## config.mk

```make
export PLATFORM = sky130hd
export DESIGN_NAME = hbus_host_if
export DESIGN_NICKNAME = d
export VERILOG_FILES = /design/src/rtl/hbus_pkg.sv /design/src/rtl/hbus_sync.sv /design/src/rtl/hbus_addr_latch.sv /design/src/rtl/hbus_access.sv /design/src/rtl/hbus_host_if.sv
export SDC_FILE = /design/constraint.sdc
export NUM_CORES = 1
export LEC_CHECK = 0
export ABC_AREA = 1
export BUFFER_PORTS_ARGS = -buffer_cell sky130_fd_sc_hd__buf_2
export CORE_MARGIN = 1
export CORE_UTILIZATION = 50
export DETAILED_ROUTE_END_ITERATION = 7
export PLACE_DENSITY = 0.74
export SLEW_MARGIN = 10
export SYNTH_ARGS = -nofsm -noshare
export SYNTH_HDL_FRONTEND = slang
export SYNTH_HIERARCHICAL = 1
export SYNTH_SLANG_ARGS = --single-unit
```

## constraint.sdc

```tcl
create_clock -name clk -period 1.5 [get_ports clk]
set_input_delay 0.15 -clock clk [delete_from_list [all_inputs] [get_ports clk]]
set_output_delay 0.15 -clock clk [all_outputs]
set_load 0.005 [all_outputs]
```

## src/rtl/hbus_pkg.sv

```systemverilog
package hbus_pkg;

    localparam int HB_AW    = 6;
    localparam int HB_DW    = 16;
    localparam int HB_HALF  = HB_DW / 2;
    localparam int HB_LANES = 2;

    // static strap settings
    typedef struct packed {
        logic dir_strobe;
        logic ds_act_low;
        logic sep_addr;
        logic ale_fall;
        logic wide;
        logic swap;
        logic wr_end_cs;
        logic rd_late;
    } hb_cfg_t;

    // bundle of pins that travel through the synchronizer together
    typedef struct packed {
        logic             cs_n;
        logic             wr_dir;
        logic             rd_ds;
        logic             ale;
        logic [HB_AW-1:0] addr;
        logic [HB_DW-1:0] data;
    } hb_pins_t;

    typedef struct packed {
        logic wr;
        logic rd;
    } hb_act_t;

    typedef struct packed {
        logic                wr;
        logic                rd;
        logic [HB_AW-1:0]    addr;
        logic [HB_LANES-1:0] be;
        logic [HB_DW-1:0]    data;
    } hb_acc_t;

    function automatic hb_act_t hb_strobes(hb_cfg_t c, logic wr_dir, logic rd_ds);
        hb_act_t r;
        logic    ds;
        ds = c.ds_act_low ? !rd_ds : rd_ds;
        if (!c.dir_strobe) begin
            r.wr = !wr_dir;
            r.rd = !rd_ds;
        end else begin
            r.wr = ds && !wr_dir;
            r.rd = ds && wr_dir;
        end
        return r;
    endfunction

    function automatic logic [HB_AW-1:0] hb_map_addr(logic wide, logic [HB_AW-1:0] a);
        return wide ? {a[HB_AW-1:1], 1'b0} : a;
    endfunction

    function automatic logic [HB_LANES-1:0] hb_lanes(logic wide, logic swap, logic a0);
        if (wide)
            return 2'b11;
        return (a0 ^ swap) ? 2'b10 : 2'b01;
    endfunction

    function automatic logic [HB_DW-1:0] hb_wdata(logic wide, logic [HB_DW-1:0] d);
        return wide ? d : {d[HB_HALF-1:0], d[HB_HALF-1:0]};
    endfunction

endpackage

```

## src/rtl/hbus_sync.sv

```systemverilog
module hbus_sync #(
    parameter int WIDTH  = 8,
    parameter int STAGES = 2
) (
    input  logic             clk,
    input  logic             rst,
    input  logic [WIDTH-1:0] d,
    output logic [WIDTH-1:0] q
);
    logic [WIDTH-1:0] chain [STAGES];

    for (genvar s = 0; s < STAGES; s++) begin : g_stage
        if (s == 0) begin : g_first
            always_ff @(posedge clk) begin
                if (rst) chain[s] <= '1;
                else     chain[s] <= d;
            end
        end else begin : g_next
            always_ff @(posedge clk) begin
                if (rst) chain[s] <= '1;
                else     chain[s] <= chain[s-1];
            end
        end
    end

    assign q = chain[STAGES-1];
endmodule

```

## src/rtl/hbus_addr_latch.sv

```systemverilog
module hbus_addr_latch
    import hbus_pkg::*;
(
    input  logic             clk,
    input  logic             rst,
    input  logic             ale_fall,
    input  logic             ale,
    input  logic [HB_AW-1:0] ad,
    output logic [HB_AW-1:0] addr_q
);
    logic ale_q;
    logic edge_hit;

    assign edge_hit = ale_fall ? (ale_q && !ale) : (!ale_q && ale);

    always_ff @(posedge clk) begin
        if (rst) begin
            ale_q  <= 1'b0;
            addr_q <= '0;
        end else begin
            ale_q <= ale;
            if (edge_hit)
                addr_q <= ad;
        end
    end
endmodule

```

## src/rtl/hbus_access.sv

```systemverilog
module hbus_access
    import hbus_pkg::*;
#(
    parameter int RD_DELAY = 1
) (
    input  logic             clk,
    input  logic             rst,
    input  hb_cfg_t          cfg,
    input  logic             cs,
    input  hb_act_t          act,
    input  logic [HB_AW-1:0] addr,
    input  logic [HB_DW-1:0] data,
    output hb_acc_t          req
);
    localparam int HW = RD_DELAY + 1;

    logic             wr_phase, rd_phase;
    logic             armed;
    logic             commit;
    logic             rd_fire;
    logic [HW-1:0]    hist;
    logic [HB_AW-1:0] cap_addr;
    logic [HB_DW-1:0] cap_data;
    logic [HB_AW-1:0] use_addr;

    assign wr_phase = cs && act.wr;
    assign rd_phase = cs && act.rd;
    assign commit   = armed && (cfg.wr_end_cs ? !cs : !act.wr);
    assign rd_fire  = cfg.rd_late ? (rd_phase && hist[RD_DELAY-1] && !hist[RD_DELAY])
                                  : (rd_phase && !hist[0]);
    assign use_addr = commit ? cap_addr : addr;

    always_ff @(posedge clk) begin
        if (rst) begin
            armed    <= 1'b0;
            hist     <= '0;
            cap_addr <= '0;
            cap_data <= '0;
            req      <= '0;
        end else begin
            hist  <= {hist[HW-2:0], rd_phase};
            armed <= wr_phase || (armed && !commit);
            if (wr_phase) begin
                cap_addr <= addr;
                cap_data <= data;
            end
            req.wr <= commit;
            req.rd <= rd_fire && !commit;
            if (commit || rd_fire) begin
                req.addr <= hb_map_addr(cfg.wide, use_addr);
                req.be   <= hb_lanes(cfg.wide, cfg.swap, use_addr[0]);
                req.data <= hb_wdata(cfg.wide, cap_data);
            end
        end
    end
endmodule

```

## src/rtl/hbus_host_if.sv

```systemverilog
module hbus_host_if
    import hbus_pkg::*;
#(
    parameter int SYNC_STAGES = 2,
    parameter int RD_DELAY    = 1
) (
    input  logic                clk,
    input  logic                rst,
    input  logic                cfg_dir_strobe,
    input  logic                cfg_ds_act_low,
    input  logic                cfg_sep_addr,
    input  logic                cfg_ale_fall,
    input  logic                cfg_wide,
    input  logic                cfg_swap,
    input  logic                cfg_wr_end_cs,
    input  logic                cfg_rd_late,
    input  logic                bus_cs_n,
    input  logic                bus_wr_dir,
    input  logic                bus_rd_ds,
    input  logic                bus_ale,
    input  logic [HB_AW-1:0]    bus_addr,
    input  logic [HB_DW-1:0]    bus_d_in,
    output logic [HB_DW-1:0]    bus_d_out,
    output logic                bus_d_oe,
    output logic                reg_wr,
    output logic                reg_rd,
    output logic [HB_AW-1:0]    reg_addr,
    output logic [HB_LANES-1:0] reg_be,
    output logic [HB_DW-1:0]    reg_wdata,
    input  logic [HB_DW-1:0]    reg_rdata
);
    localparam int PW = $bits(hb_pins_t);

    hb_cfg_t          cfg;
    hb_pins_t         pins_raw, pins_s;
    logic [PW-1:0]    pins_vec;
    hb_act_t          act_raw, act_s;
    logic [HB_AW-1:0] ale_addr, cur_addr;
    hb_acc_t          req;
    logic [HB_DW-1:0] hold;

    assign cfg = '{dir_strobe: cfg_dir_strobe, ds_act_low: cfg_ds_act_low,
                   sep_addr: cfg_sep_addr, ale_fall: cfg_ale_fall, wide: cfg_wide,
                   swap: cfg_swap, wr_end_cs: cfg_wr_end_cs, rd_late: cfg_rd_late};

    assign pins_raw = '{cs_n: bus_cs_n, wr_dir: bus_wr_dir, rd_ds: bus_rd_ds,
                        ale: bus_ale, addr: bus_addr, data: bus_d_in};

    // pad enable follows the live pins so the bus is released at once
    assign act_raw  = hb_strobes(cfg, bus_wr_dir, bus_rd_ds);
    assign bus_d_oe = !bus_cs_n && act_raw.rd;

    hbus_sync #(.WIDTH(PW), .STAGES(SYNC_STAGES)) u_sync (
        .clk (clk),
        .rst (rst),
        .d   (pins_raw),
        .q   (pins_vec)
    );
    assign pins_s = hb_pins_t'(pins_vec);

    hbus_addr_latch u_ale (
        .clk      (clk),
        .rst      (rst),
        .ale_fall (cfg.ale_fall),
        .ale      (pins_s.ale),
        .ad       (pins_s.data[HB_AW-1:0]),
        .addr_q   (ale_addr)
    );

    assign cur_addr = cfg.sep_addr ? pins_s.addr : ale_addr;
    assign act_s    = hb_strobes(cfg, pins_s.wr_dir, pins_s.rd_ds);

    hbus_access #(.RD_DELAY(RD_DELAY)) u_acc (
        .clk  (clk),
        .rst  (rst),
        .cfg  (cfg),
        .cs   (!pins_s.cs_n),
        .act  (act_s),
        .addr (cur_addr),
        .data (pins_s.data),
        .req  (req)
    );

    always_ff @(posedge clk) begin
        if (rst) begin
            hold <= '0;
        end else if (req.rd) begin
            if (cfg.wide)
                hold <= reg_rdata;
            else
                hold <= {{HB_HALF{1'b0}},
                         req.be[1] ? reg_rdata[HB_DW-1:HB_HALF] : reg_rdata[HB_HALF-1:0]};
        end
    end

    assign bus_d_out = hold;
    assign reg_wr    = req.wr;
    assign reg_rd    = req.rd;
    assign reg_addr  = req.addr;
    assign reg_be    = req.be;
    assign reg_wdata = req.data;
endmodule

```

==> summary.txt, run 1 <==
Worst Skew: 0.00779 ns
Final Slew Violations: 0
share of the synthesized area in the top cell type: 0.528
Synth Instances: 609
WL/cell: 11.6 µm
Area contributors post-synth: dfxtp_1 (53%), nand2_1 (9.8%), inv_1 (7.3%)
placed cell area: 0.00526 mm²
Die Area: 0.00995 mm²
M1 GR Usage: 0.252
sequential area share after synthesis: 0.528
Final Cell Area: 0.00644 mm²
Arrival @ worst endpoint: 1.91 ns
Final Worst Setup Slack: -0.00176 ns
Worst Path Required: 1.90 ns
ys flop type: dfxtp_1
DP Worst Slack: -0.00547 ns
Fillers: 703
detailed-route DRC error count: 0
fraction of layout cells with a size suffix above 1: 0.256
syn avg cell area: 7.85 µm²
root buffer cell: clkbuf_8
Final min period: 1.50 ns
Die H: 99.8 µm
DIE WIDTH: 99.8 µm
met3 global-route usage: 0.0597
Critical Path Source Type: register
layout net count: 803
clock sink count: 126
clk buf depth: 2
initial drt markers: 222
CTS H-tree depth: 4
number of cell rows: 35
CP max FO: 8
ant diodes: 0
CTS Buf Count: 17
crit path capture type: register
final worst-path cycle share: 1.00
GR peak layer: met2
failing checks: setup timing
Async SR Flop Fraction: 0
status: finished, violations left
GR Overflow Total: 0
yosys warns: 6
Post-Syn Nets: 661
Layout area overhead: 34.8%
Reg clk slew, reported paths: 0.06 ns
vias after detailed routing: 4209
DPL Wire Length: 6350 µm
number of I/O pins: 95
Least-Margin Pin Slew: 0.506 ns
Fmax: 666 MHz
unrepaired setup endpoints after global routing: yes
GP Congestion: 0.787
Synth cell types: 26
initial antenna violation count: 0
Rel. slew slack: 0.663
pin count of the biggest net entering global routing: 53
Synth area leader: dfxtp_1
M2 GR Usage: 0.356
DR vias/cell: 4.72
drt total wl: 10400 µm
peak supply drop: 0.000982 V
Netlist Area Pre-Place: 0.00478 mm²
Worst-Skew Late Latency: 0.52 ns
core area: 0.00924 mm²
drt pass-1 iters: 5
Initial Util: 0.517
maxcap violations: 0
IO buf count: 94
register bit total from synthesis: 126
Tightest Hold Check Type: input port to register
final setup fails: 1
EDFF count, synth: 0
final-report hold violation count: 0
CTS tree: yes
vias in the first global route: 3896
Power Dens Cells: 1220 mW/mm²
first-pass GRT wire length: 16700 µm
LEAKAGE: 3.25 nW
Routed Antenna Nets: 0
all-layer global routing usage: 0.212
critical path class: register to register
cells in the final DEF (no fill, tap or decap), types with 4 or more instances in the layout:
cell / instances
dfxtp_1: 125
nand2_1: 120
buf_2: 94
inv_1: 92
nor2_1: 78
dlygate4sd3_1: 44
o21ai_0: 40
a21oi_1: 28
nand3_1: 23
clkbuf_16: 18
nand2_2: 17
o21ai_1: 9
nand3_2: 9
mux2_2: 6
buf_4: 6
nor2_2: 6
a21oi_2: 6
inv_2: 5
clkinv_4: 5
buf_6: 4
cell usage after synthesis (5+ instances only):
library cell / count
dfxtp_1: 126
nand2_1: 125
inv_1: 93
nor2_1: 84
o21ai_0: 43
a21oi_1: 32
nand3_1: 25
nand2_2: 14
buf_6: 11
clkbuf_1: 8
nand3_2: 7
o21ai_1: 7
mux2_2: 6
buf_2: 5
report_power, final:
group          total (W)  internal [W]  switching [W]
Sequential       0.00349       0.00345      0.0000405
Combinational   0.000525      0.000254       0.000272
Clock            0.00384       0.00237        0.00147
Total            0.00785       0.00607        0.00178
critical path, stage by stage (launching register included):
cell	delay, ns
dfxtp_2	0.32
inv_2	0.04
nand2_1	0.04
nand2_1	0.08
o21bai_1	0.08
inv_1	0.08
nand2_2	0.08
nand3_4	0.13
nand2_8	0.12
buf_6	0.14
o21ai_0	0.21
nor2_1	0.07
cells by family after synthesis:
logic type | after synthesis | synth area share
flops | 126 | 0.528
buf+inv | 128 | 0.127
mux | 6 | 0.0141
compound gates | 86 | 0.0927
simple gates | 263 | 0.239
stage by stage:
stage	std cells	total power, W	TNS (ns)	utilization	hold WS, ns
after floorplan	609	0.00384	0	-	0.222
after global placement	810	0.00395	0	0.569	0.330
after detailed placement	810	0.00396	-0.00547	0.569	0.333
after CTS	887	0.00784	0	0.679	0.0159
after global routing	892	0.00812	-2.06	0.697	0.0799
final	892	0.00785	-0.00176	0.697	0.0426
state kept, by name, summed over array words and instances (netlist names):
name,count
u_acc/cap_data,16
u_acc/cap_addr,6
u_acc/req,26
u_sync/chain,52
bus_d_out,16
u_ale/addr_q,6
u_acc/hist,2
u_acc/armed,1
u_ale/ale_q,1
layer usage:
layer  wire [µm]  share of wire
met5           0              0
met4         190          0.018
met3         496          0.048
met2        5130           0.49
met1        4570           0.44
layout make-up:
type | count | area (µm²) | share of cell area
clock inverter | 12 | 139 | 0.0216
timing repair buffer | 152 | 1090 | 0.169
tap | 129 | 161 | 0.0251
inverter | 99 | 379 | 0.0589
clock buffer | 19 | 422 | 0.0655
multi-input combinational | 355 | 1730 | 0.268
sequential | 126 | 2520 | 0.392
what timing repair did:
| action | CTS | global route |
|---|---|---|
| endpoints found under the hold margin | 45 | 0 |
| resized for setup | 0 | 30 |
| pin swaps | 0 | 11 |
| hold buffers | 44 | 0 |
| setup endpoints to repair | 3 | 37 |
| cloned | 0 | 3 |
| buffers inserted | 2 | 2 |
worst paths after layout:
kind | from | end | slack [ns] | depth (start not counted)
setup reg to reg | u_sync/chain[1][23]$_SDFF_PP1_ | u_acc/req[7]$_SDFFE_PP0P_ | -0.002 | 11
hold reg to reg | u_sync/chain[0][1]$_SDFF_PP1_ | u_sync/chain[1][1]$_SDFF_PP1_ | 0.41 | 2
hold / removal | cfg_dir_strobe | u_acc/hist[0]$_SDFF_PP0_ | 0.04 | 5
setup / recovery | u_sync/chain[1][23]$_SDFF_PP1_ | u_acc/req[7]$_SDFFE_PP0P_ | -0.002 | 11
Power figures use the tool's default switching activity.
==> run 2, diff against run 1 <==
Settings changed: CTS_BUF_LIST from default to sky130_fd_sc_hd__clkbuf_4 sky130_fd_sc_hd__clkbuf_8.
==> summary.txt, run 2 (synthesized netlist as in run 1, its figures left out) <==
status: finished, violations left
failing checks: setup timing
Cell Count, Final, Fillers Out: 885
maxcap violations: 0
drt total wl: 9790 µm
drt pass-1 iters: 5
Rel. slew slack: 0.663
GR Overflow Total: 0
placed cell area: 0.00526 mm²
Worst R2R Start: u_sync/chain[1][23]$_SDFF_PP1_
Largest register FFs: 52
Final Slew Violations: 0
initial antenna violation count: 0
CTS H-tree depth: 4
core area: 0.00924 mm²
Setup TNS Final: -0.00428 ns
Worst R2R Setup Slack: -0.004 ns
total placed cells including tap cells: 810
Final min period: 1.50 ns
post-layout util: 0.672
clock sink count: 126
detailed-route DRC error count: 0
Routed Antenna Nets: 0
DPL Wire Length: 6350 µm
initial drt markers: 186
Die H: 99.8 µm
crit path capture type: register
worst hold path depth: 5
R2R Path End: u_acc/req[4]$_SDFFE_PP0P_
unrepaired setup endpoints after global routing: yes
ant diodes: 0
Layout area overhead: 29.9%
final setup fails: 1
root buffer cell: clkbuf_8
Tightest Hold Check Type: input port to register
Worst Path Required: 1.86 ns
Die Area: 0.00995 mm²
fraction of layout cells with a size suffix above 1: 0.265
Largest regs: u_sync/chain (52), u_acc/req (26)
Initial Util: 0.517
Reg clk slew, reported paths: 0.08 ns
clk buf depth: 2
Least-Margin Pin Slew: 0.506 ns
CTS Buf Count: 17
IO buf count: 94
worst min-delay path startpoint: reg_rdata[3]
vias after detailed routing: 4097
commonest non-fill, non-tap cells in the layout: dfxtp_1 (125), nand2_1 (120), buf_2 (94), inv_1 (92), nor2_1 (78)
DIE WIDTH: 99.8 µm
Top reg by flops: u_sync/chain
all-layer global routing usage: 0.200
first-pass GRT wire length: 15800 µm
GP Congestion: 0.787
final worst-path cycle share: 1.00
CTS tree: yes
Worst Skew: 0.0115 ns
Reg2Reg Depth: 11
Final Worst Setup Slack: -0.00428 ns
Worst-Skew Late Latency: 0.42 ns
commonest non-fill, non-tap cell in the layout: dfxtp_1
WHS Endpoint: bus_d_out[3]$_SDFFE_PP0P_
peak supply drop: 0.000571 V
DR vias/cell: 4.63
critical path class: register to register
number of cell rows: 35
pin count of the biggest net entering global routing: 53
final-report hold violation count: 0
Final Cell Area: 0.00621 mm²
vias in the first global route: 3737
Power Dens Cells: 1100 mW/mm²
CP max FO: 8
number of I/O pins: 95
LEAKAGE: 3.14 nW
layout net count: 796
Critical Path Source Type: register
Arrival @ worst endpoint: 1.87 ns
Fmax: 665 MHz
WL/cell: 11.1 µm
-- run 2: cell count changes in the layout (fill, tap and decap cells not counted), moves of 2 or more --
cell           previous run  this run
a21oi_1                  28        31
a21oi_2                   6         3
clkbuf_1                  2         0
clkbuf_16                18         2
clkbuf_4                  0         2
clkbuf_8                  1        17
dlygate4sd3_1            44        37
o21ai_0                  40        35
o21ai_1                   9         7
o21ai_2                   1         8
-- run 2: repair_timing --
| item | in CTS | in global routing |
|---|---|---|
| endpoints found under the hold margin | 37 | 0 |
| gates cloned | 0 | 3 |
| gates resized for setup | 0 | 38 |
| hold buffers | 37 | 0 |
| setup endpoints to repair | 2 | 29 |
| pin swaps | 0 | 19 |
| setup buffers | 2 | 2 |
-- run 2: cell type report --
cell class	instances	area, µm²
flip-flops and latches	126	2520
clock inverters	12	139
inverters	99	379
clock buffers	19	249
multi-input cells	355	1740
repair buffers	145	1020
well taps	129	161
fillers	758	3030
-- run 2: worst max-delay path by stage --
stage               cells after the start                         end                            from  slack, ns
floorplan                              13  u_acc/req[19]$_SDFFE_PP0P_  u_sync/chain[1][23]$_SDFF_PP1_       0.15
global placement                       10  u_acc/req[17]$_SDFFE_PP0P_  u_sync/chain[1][23]$_SDFF_PP1_       0.06
detailed placement                     12  u_acc/req[17]$_SDFFE_PP0P_  u_sync/chain[1][23]$_SDFF_PP1_     -0.005
CTS                                    12  u_acc/req[17]$_SDFFE_PP0P_  u_sync/chain[1][23]$_SDFF_PP1_       0.02
global route                           11   u_acc/req[4]$_SDFFE_PP0P_  u_sync/chain[1][23]$_SDFF_PP1_      -0.10
finish                                 11   u_acc/req[4]$_SDFFE_PP0P_  u_sync/chain[1][23]$_SDFF_PP1_     -0.004
-- run 2: metal layers --
| layer | part of all wire | routed length (µm) | GRT usage | up-vias |
|---|---|---|---|---|
| li1 | - | - | - | 2122 |
| met4 | 0.015 | 144 | 0.0735 | 0 |
| met2 | 0.49 | 4800 | 0.342 | 106 |
| met5 | 0 | 0 | 0 | - |
| met3 | 0.047 | 456 | 0.0541 | 16 |
| met1 | 0.45 | 4380 | 0.239 | 1853 |
-- run 2: power breakdown --
group	switching [W]	internal [W]	total, W
clock	0.00130	0.00152	0.00282
sequential	0.0000409	0.00345	0.00349
combinational	0.000268	0.000243	0.000510
-- run 2: through the flow --
step           power [W]  hold WS (ns)  setup WS, ns
5_1_grt          0.00709        0.0333        -0.104
6_report         0.00682        0.0243      -0.00428
4_1_cts          0.00683       0.00457        0.0205
2_1_floorplan    0.00384         0.222         0.148
3_3_place_gp     0.00395         0.330        0.0565
3_5_place_dp     0.00396         0.333      -0.00547
-- run 2: critical path: stages (launching register included) --
cell and delay, ns:
dfxtp_2 0.33, inv_2 0.03, nand2_1 0.04, nand2_1 0.06, o21bai_1 0.13, inv_1 0.07
nand2_2 0.09, nand3_4 0.15, nand2_8 0.16, clkbuf_16 0.16, o21ai_1 0.07, nor2_1 0.14
